[config.mk]
export PLATFORM = sky130hd
export DESIGN_NAME = spc_core
export DESIGN_NICKNAME = d
export VERILOG_FILES = /design/src/rtl/spc_pkg.sv /design/src/rtl/spc_alu.sv /design/src/rtl/spc_slots.sv /design/src/rtl/spc_imem.sv /design/src/rtl/spc_core.sv
export SDC_FILE = /design/constraint.sdc
export NUM_CORES = 1
export LEC_CHECK = 0
export BUFFER_PORTS_ARGS = -buffer_cell sky130_fd_sc_hd__buf_2
export CORE_MARGIN = 2
export CORE_UTILIZATION = 41
export CTS_CLUSTER_DIAMETER = 200
export DETAILED_ROUTE_END_ITERATION = 10
export PLACE_DENSITY = 0.63
export SETUP_SLACK_MARGIN = 0.15
export SYNTH_ARGS = -nofsm -noshare
export SYNTH_HDL_FRONTEND = slang
export SYNTH_SLANG_ARGS = --single-unit
[constraint.sdc]
create_clock -name clk -period 13.9 [get_ports clk]
set_clock_uncertainty 0.2 [all_clocks]
set_input_delay 2.78 -clock clk [delete_from_list [all_inputs] [get_ports clk]]
set_output_delay 2.78 -clock clk [all_outputs]
set_load 0.01 [all_outputs]
[src/rtl/spc_pkg.sv]
package spc_pkg;
  localparam int WORD_W  = 8;
  localparam int SLOT_N  = 8;
  localparam int SLOT_AW = $clog2(SLOT_N);
  localparam int OP_W    = 4;
  localparam int INSTR_W = 1 + OP_W + 3 * SLOT_AW;

  typedef enum logic [OP_W-1:0] {
    OP_ADD = 4'b0000,
    OP_INV = 4'b0001,
    OP_SUB = 4'b0010,
    OP_XOR = 4'b0100,
    OP_MUL = 4'b0110,
    OP_AND = 4'b1000,
    OP_OR  = 4'b1010,
    OP_SHR = 4'b1100,
    OP_SHL = 4'b1110
  } alu_op_e;

  typedef struct packed {
    logic               br;
    logic [OP_W-1:0]    op;
    logic [SLOT_AW-1:0] src1;
    logic [SLOT_AW-1:0] src2;
    logic [SLOT_AW-1:0] dst;
  } instr_t;
endpackage

[src/rtl/spc_alu.sv]
module spc_alu
  import spc_pkg::*;
#(
  parameter int W = WORD_W
) (
  input  logic [OP_W-1:0] op,
  input  logic [W-1:0]    a,
  input  logic [W-1:0]    b,
  output logic [W-1:0]    y
);
  always_comb begin
    case (op)
      OP_ADD:  y = a + b;
      OP_SUB:  y = a - b;
      OP_MUL:  y = a * b;
      OP_INV:  y = ~a;
      OP_AND:  y = a & b;
      OP_OR:   y = a | b;
      OP_XOR:  y = a ^ b;
      OP_SHL:  y = {a[W-2:0], 1'b0};
      OP_SHR:  y = {1'b0, a[W-1:1]};
      default: y = '0;
    endcase
  end
endmodule

[src/rtl/spc_slots.sv]
module spc_slots #(
  parameter int N  = 8,
  parameter int W  = 8,
  localparam int AW = $clog2(N)
) (
  input  logic          clk,
  input  logic          rst,
  input  logic          we,
  input  logic [AW-1:0] waddr,
  input  logic [W-1:0]  wdata,
  input  logic [AW-1:0] ra1,
  output logic [W-1:0]  rd1,
  input  logic [AW-1:0] ra2,
  output logic [W-1:0]  rd2,
  input  logic [AW-1:0] ra3,
  output logic [W-1:0]  rd3
);
  logic [W-1:0] slot_q [N];

  for (genvar i = 0; i < N; i++) begin : g_slot
    always_ff @(posedge clk) begin
      if (rst)
        slot_q[i] <= '0;
      else if (we && (waddr == AW'(i)))
        slot_q[i] <= wdata;
    end
  end

  assign rd1 = slot_q[ra1];
  assign rd2 = slot_q[ra2];
  assign rd3 = slot_q[ra3];
endmodule

[src/rtl/spc_imem.sv]
module spc_imem #(
  parameter int DEPTH = 64,
  parameter int IW    = 14,
  localparam int AW   = $clog2(DEPTH)
) (
  input  logic          clk,
  input  logic          we,
  input  logic [AW-1:0] waddr,
  input  logic [IW-1:0] wdata,
  input  logic [AW-1:0] raddr,
  output logic [IW-1:0] rdata
);
  logic [IW-1:0] mem_q [DEPTH];

  always_ff @(posedge clk) begin
    if (we)
      mem_q[waddr] <= wdata;
  end

  assign rdata = mem_q[raddr];
endmodule

[src/rtl/spc_core.sv]
module spc_core
  import spc_pkg::*;
#(
  parameter int IMEM_DEPTH = 64,
  localparam int PC_W      = $clog2(IMEM_DEPTH)
) (
  input  logic               clk,
  input  logic               rst,
  input  logic               run,
  input  logic               prog_valid,
  output logic               prog_ready,
  input  logic [PC_W-1:0]    prog_addr,
  input  logic [INSTR_W-1:0] prog_data,
  input  logic [SLOT_AW-1:0] dbg_sel,
  output logic [WORD_W-1:0]  dbg_data,
  output logic               halt
);
  logic [PC_W-1:0]    pc_q;
  logic               halt_q;
  logic [INSTR_W-1:0] fetch_word;
  instr_t             cur;
  logic [WORD_W-1:0]  opa, opb, alu_y;
  logic               exec_en, is_br, self_br, slot_we;

  assign prog_ready = !run;

  spc_imem #(.DEPTH(IMEM_DEPTH), .IW(INSTR_W)) imem_i (
    .clk   (clk),
    .we    (prog_valid && prog_ready),
    .waddr (prog_addr),
    .wdata (prog_data),
    .raddr (pc_q),
    .rdata (fetch_word)
  );

  assign cur     = instr_t'(fetch_word);
  assign is_br   = cur.br;
  assign exec_en = run && !halt_q;
  assign slot_we = exec_en && !is_br;
  assign self_br = (opa == WORD_W'(pc_q));

  spc_slots #(.N(SLOT_N), .W(WORD_W)) slots_i (
    .clk   (clk),
    .rst   (rst),
    .we    (slot_we),
    .waddr (cur.dst),
    .wdata (alu_y),
    .ra1   (cur.src1),
    .rd1   (opa),
    .ra2   (cur.src2),
    .rd2   (opb),
    .ra3   (dbg_sel),
    .rd3   (dbg_data)
  );

  spc_alu #(.W(WORD_W)) alu_i (
    .op (cur.op),
    .a  (opa),
    .b  (opb),
    .y  (alu_y)
  );

  always_ff @(posedge clk) begin
    if (rst) begin
      pc_q   <= '0;
      halt_q <= 1'b0;
    end else if (exec_en) begin
      if (is_br) begin
        pc_q <= opa[PC_W-1:0];
        if (self_br)
          halt_q <= 1'b1;
      end else begin
        pc_q <= PC_W'(pc_q + 1'b1);
      end
    end
  end

  assign halt = halt_q;
endmodule

Word-level counts from Yosys, hierarchy flattened

Memory sizes are Yosys's and may differ from the RTL's. A register that Yosys moved wholly into a read port is not among the register bits.
Cells that the tools add are included.

Multiplexer cells: 40
Bitwise operators: 12
Eq/ne operators: 16
Reductions and logical operators: 17
$mul: 1
Add/sub/neg operators: 3

Operators with widths:

| operator                                       | number |
|---|---|
| case mux 8 bit (9 select lines)                | 1 |
| 2-to-1 mux 8 bit                               | 8 |
| 2-to-1 mux 1 bit                               | 28 |
| 2-to-1 mux 6 bit                               | 3 |
| == test 4 bit (second input constant)          | 4 |
| == test 3 bit (second input constant)          | 4 |
| logical AND 1 bit                              | 11 |
| adder 8 bit                                    | 1 |
| AND 8 bit                                      | 1 |
| == test 4 x 3 -> 1 bit (second input constant) | 2 |
| == test 8 x 6 -> 1 bit                         | 1 |
| multiplier 8 x 8 -> 8 bit                      | 1 |
| NOT 8 bit                                      | 1 |
| OR 1 bit                                       | 8 |
| OR 8 bit                                       | 1 |
| subtractor 8 bit                               | 1 |
| bitwise XOR 8 bit                              | 1 |
| adder 6 x 1 -> 6 bit (second input constant)   | 1 |
| == test 3 x 2 -> 1 bit (second input constant) | 2 |
| == test 4 x 1 -> 1 bit (second input constant) | 1 |
| == test 4 x 2 -> 1 bit (second input constant) | 1 |
| logical NOT 4 bit                              | 1 |
| == test 3 x 1 -> 1 bit (second input constant) | 1 |
| logical NOT 1 bit                              | 3 |
| 2 further kinds                                | 2 |

Memories kept: 2
Input bits: 27
Word-level logic and storage cells: 93
RAM bits: 960
Bits in registers: 7
Output and inout port bits: 10

Memories:

| name           | depth | width | read ports | clocked after Yosys merged registers in | wr ports | line            | text |
|---|---|---|---|---|---|---|---|
| imem_i.mem_q   | 64    | 14    | 1          | 1                                       | 1        | spc_imem.sv:13  | `logic [IW-1:0] mem_q [DEPTH];` |
| slots_i.slot_q | 8     | 8     | 3          | 0                                       | 8        | spc_slots.sv:18 | `logic [W-1:0] slot_q [N];` |

Logic depth before layout (Yosys ltp)

Depth after elaboration: 8
Mapped depth: 33
Mapped depth without buffers: 27

By module

From an unflattened synthesis, not the netlist that was laid out.

Cell total of the unflattened synthesis: 2155
Area total of the unflattened synthesis: 41259.6 sq um

By module, submodules not included:

| module    | times used | area each (sq um) | seq. area each (sq um) | cells each |
|---|---|---|---|---|
| spc_imem  | 1          | 34598.2           | 26905.8                | 1557 |
| spc_slots | 1          | 4073.9            | 1921.8                 | 253 |
| spc_alu   | 1          | 2087.0            | 0.0                    | 286 |
| spc_core  | 1          | 500.5             | 140.1                  | 59 |

Worst setup path before layout

Ideal clock, no wire load.

Path kind: input port to output port
Start: input dbg_sel[0]
End: output dbg_data[0]
Stages on the path: 4
Path buffers: 2
Data arrival time: 4551 ps
Required time: 10920 ps
Path slack: 6369 ps
Cell sequence: clkbuf_1 > buf_1 > mux4_2 > mux2_2

Word-level cells in the longest chain between the ends: 1

Ends and longest elaborated chain:

| what                    | line           | text |
|---|---|---|
| start, declared         | spc_core.sv:14 | `input logic [SLOT_AW-1:0] dbg_sel,` |
| memory read (8 x 8 bit) | n/a            |  |
| end, declared           | spc_core.sv:15 | `output logic [WORD_W-1:0] dbg_data,` |

No other way between the ends.

==> flow_summary.json <==
{
  "post_cts_resized": 0,
  "port_buffers": 36,
  "cp_data_required_time_ns": 14.07,
  "syn-num-nets": 2237,
  "hold_buffers": 0,
  "grt.busiest_layer": "met2",
  "die_w_um": 321,
  "drt.antenna.violating_nets": 0,
  "synth_top_family_by_area": "multiplexers",
  "post-route-period-util_pct": 66.8,
  "nNetsFinal": 2354,
  "synth-simple-area-share_pct": 4.10,
  "synthMuxAreaShare_pct": 17.6,
  "final.setup.tns_ns": 0,
  "yosysSeqAreaShare_pct": 70.4,
  "n_fill_cell": 8286,
  "synth_area_mm2": 0.0413,
  "drv_cap": 0,
  "clock_path_buffers": 3,
  "async_reset_ff_share_pct": 0,
  "rows": 116,
  "hpwlAfterDp_mm": 67.3,
  "period_minus_slack_ns": 9.29,
  "routed_wl_mm": 107,
  "worstPathMaxFanout": 101,
  "initial_core_util_pct": 41.3,
  "met1_usage_pct": 28.9,
  "use_met3_pct": 3.51,
  "slew_viol_final": 0,
  "crit_type": "reg -> reg",
  "dieArea_mm2": 0.103,
  "crit_path_start_kind": "register",
  "synthTopCellsByArea": "edfxtp_1, mux4_2, mux2i_1",
  "core-area_mm2": 0.100,
  "grt_pass1_vias": 21900,
  "root_buffer": "clkbuf_16",
  "drive_gt1_share_pct": 24.4,
  "ys.flop_type": "edfxtp_1",
  "cts_tree": "built",
  "seq_area_mm2": 0.0291,
  "yosys_warnings": 0,
  "clock-sinks": 973,
  "max_slew_margin_pct": 0.922,
  "cts_made_buffers": 101,
  "synth_xor_area_share_pct": 0.754,
  "cp-end-kind": "register",
  "cts_setup_buffers": 0,
  "yosys.area_share.adder_pct": 1.87,
  "timing.fmax_mhz": 108,
  "multi_input_area_mm2": 0.0115,
  "io_pins": 37,
  "finalHoldViolCount": 0,
  "vias": 21700,
  "avgRoutedWirePerCell_um": 29.4,
  "synth_cells": 2156,
  "grt_util_all_layers_pct": 20.8,
  "die_height_um": 321,
  "grt_start_max_net_pins": 109,
  "finalSetupViolCount": 0,
  "synth_seq_cells": 973,
  "antenna_found_initial": 8,
  "worstHoldPathType": "reg -> reg",
  "grt.overflow.total": 0,
  "grt_pass1_wl_mm": 155,
  "synth-compound-area-share_pct": 3.33,
  "clk_latency_ns": 0.68,
  "yosys.area.top_type_share_pct": 69.8,
  "met2_usage_pct": 34.1,
  "path_clk_slew_ns": 0.06,
  "h-tree-depth": 3,
  "synthTopCellsByCount": "edfxtp_1, mux4_2, nor2_1, mux2i_1, nand2_1",
  "place_congestion": 0.890,
  "area_growth_pct": 12.6,
  "synth_cell_type_count": 77,
  "worst_slew_pin_slew_ns": 1.48,
  "yosysTopAreaCell": "edfxtp_1",
  "drtIter0Drc": 2515,
  "outcome": "finished clean",
  "synth_most_common_cell": "edfxtp_1",
  "synth-edff-count": 960,
  "dr.pass1.iters": 5,
  "viasPerCell": 5.94,
  "rsz0062_at_grt": "no",
  "syn_avg_cell_area_um2": 19.2,
  "drc_errors": 0,
  "cp_data_arrival_time_ns": 9.46
}
## critical path: stages (launching register included)
cell and delay [ns]:
dfxtp_4 0.70, buf_12 0.62, mux4_2 0.59, mux4_2 0.52, a22o_1 0.35, o211ai_1 0.34, nor2b_1 1.19, a22oi_1 0.15
and3_1 0.41, inv_1 0.32, nor2_1 0.12, fa_1 0.48, ha_1 0.29, inv_1 0.05, fa_1 0.51, inv_1 0.05
ha_1 0.27, a21o_1 0.18, a21oi_1 0.18, xnor2_1 0.09, a22oi_1 0.14, o31ai_1 0.09, a21oi_1 0.12, o21ai_0 0.11
a21oi_1 0.65, nor2_1 0.11
## cell usage in the layout (no fill, tap or decap), drive strengths merged, types with 4 or more instances in the layout
cell	Yosys	layout
a21o	19	19
mux2	16	16
o211ai	4	4
nor2b	20	20
buf	65	126
nand4	4	4
xor2	8	8
a22o	12	12
inv	52	56
a41oi	4	4
mux2i	115	115
nand2b	5	5
or3b	4	4
clkbuf	47	132
nor4b	4	4
mux4	264	264
a22oi	27	27
a211oi	12	12
dfxtp	13	13
nor3	9	9
nor4	4	4
a221oi	12	12
a31oi	13	13
nand2	63	63
bufinv	0	7
o21ai	29	29
a21oi	32	32
nor2	158	158
and3	8	8
ha	41	41
xnor2	25	25
nand3b	12	12
clkinv	2	45
nor3b	6	6
edfxtp	960	960
and2	8	8
fa	13	13
or2	4	4
nand3	30	30
## final cells by class
| class | count | share of cell area [%] |
|---|---|---|
| flip-flops and latches | 973 | 62.6 |
| multi-input cells | 1017 | 24.6 |
| clock buffers | 132 | 5.82 |
| well taps | 1298 | 3.49 |
| repair buffers | 126 | 1.92 |
| clock inverters | 54 | 1.09 |
| inverters | 54 | 0.436 |
| diodes | 1 | 0.00538 |
## metal layers
layer  part of all wire, %  vias up
met2                    49      886
met5                 0.075        -
met3                   6.9      160
met4                   2.3       12
met1                    42    11600
li1                      -     9052
## final timing paths
| check | from | endpoint | slack (ns) | cells past startpoint |
|---|---|---|---|---|
| min | pc_q[1] | register | 0.36 | 2 |
| min reg2reg | pc_q[1] | register | 0.36 | 2 |
| max reg2reg | register | slots_i.slot_q[0][6] | 4.61 | 25 |
| max | register | slots_i.slot_q[0][6] | 4.61 | 25 |
## registers in the layout, indices dropped and copies added, names as in the netlist, named ones only
| name | count |
|---|---|
| halt | 1 |
| imem_i.mem_q | 896 |
| slots_i.slot_q | 64 |
| pc_q | 6 |
## through the flow
step / std cells / hold WS [ns] / setup slack [ns] / utilization, % / cell area (µm²)
global route: 3654 / 0.409 / 4.01 / 46.5 / 46500
finish: 3655 / 0.363 / 4.61 / 46.5 / 46500
global placement: 3468 / 0.353 / 4.79 / 43.3 / 43300
CTS: 3654 / 0.367 / 4.63 / 46.5 / 46500
detailed placement: 3468 / 0.358 / 4.67 / 43.3 / 43300
floorplan: 2156 / 0.306 / 6.37 / - / 41300
## kinds of logic after synthesis
| family | Yosys count |
|---|---|
| AO/OA/AOI/OAI | 184 |
| XOR/XNOR | 34 |
| adder cells (fa/ha/maj) | 54 |
| buffers and inverters | 166 |
| flip-flops | 973 |
| multiplexers | 395 |
| AND/OR/NAND/NOR | 350 |
Power is not shown: default switching activity piles up to over one toggle a cycle in this logic, so the estimate is an artifact.
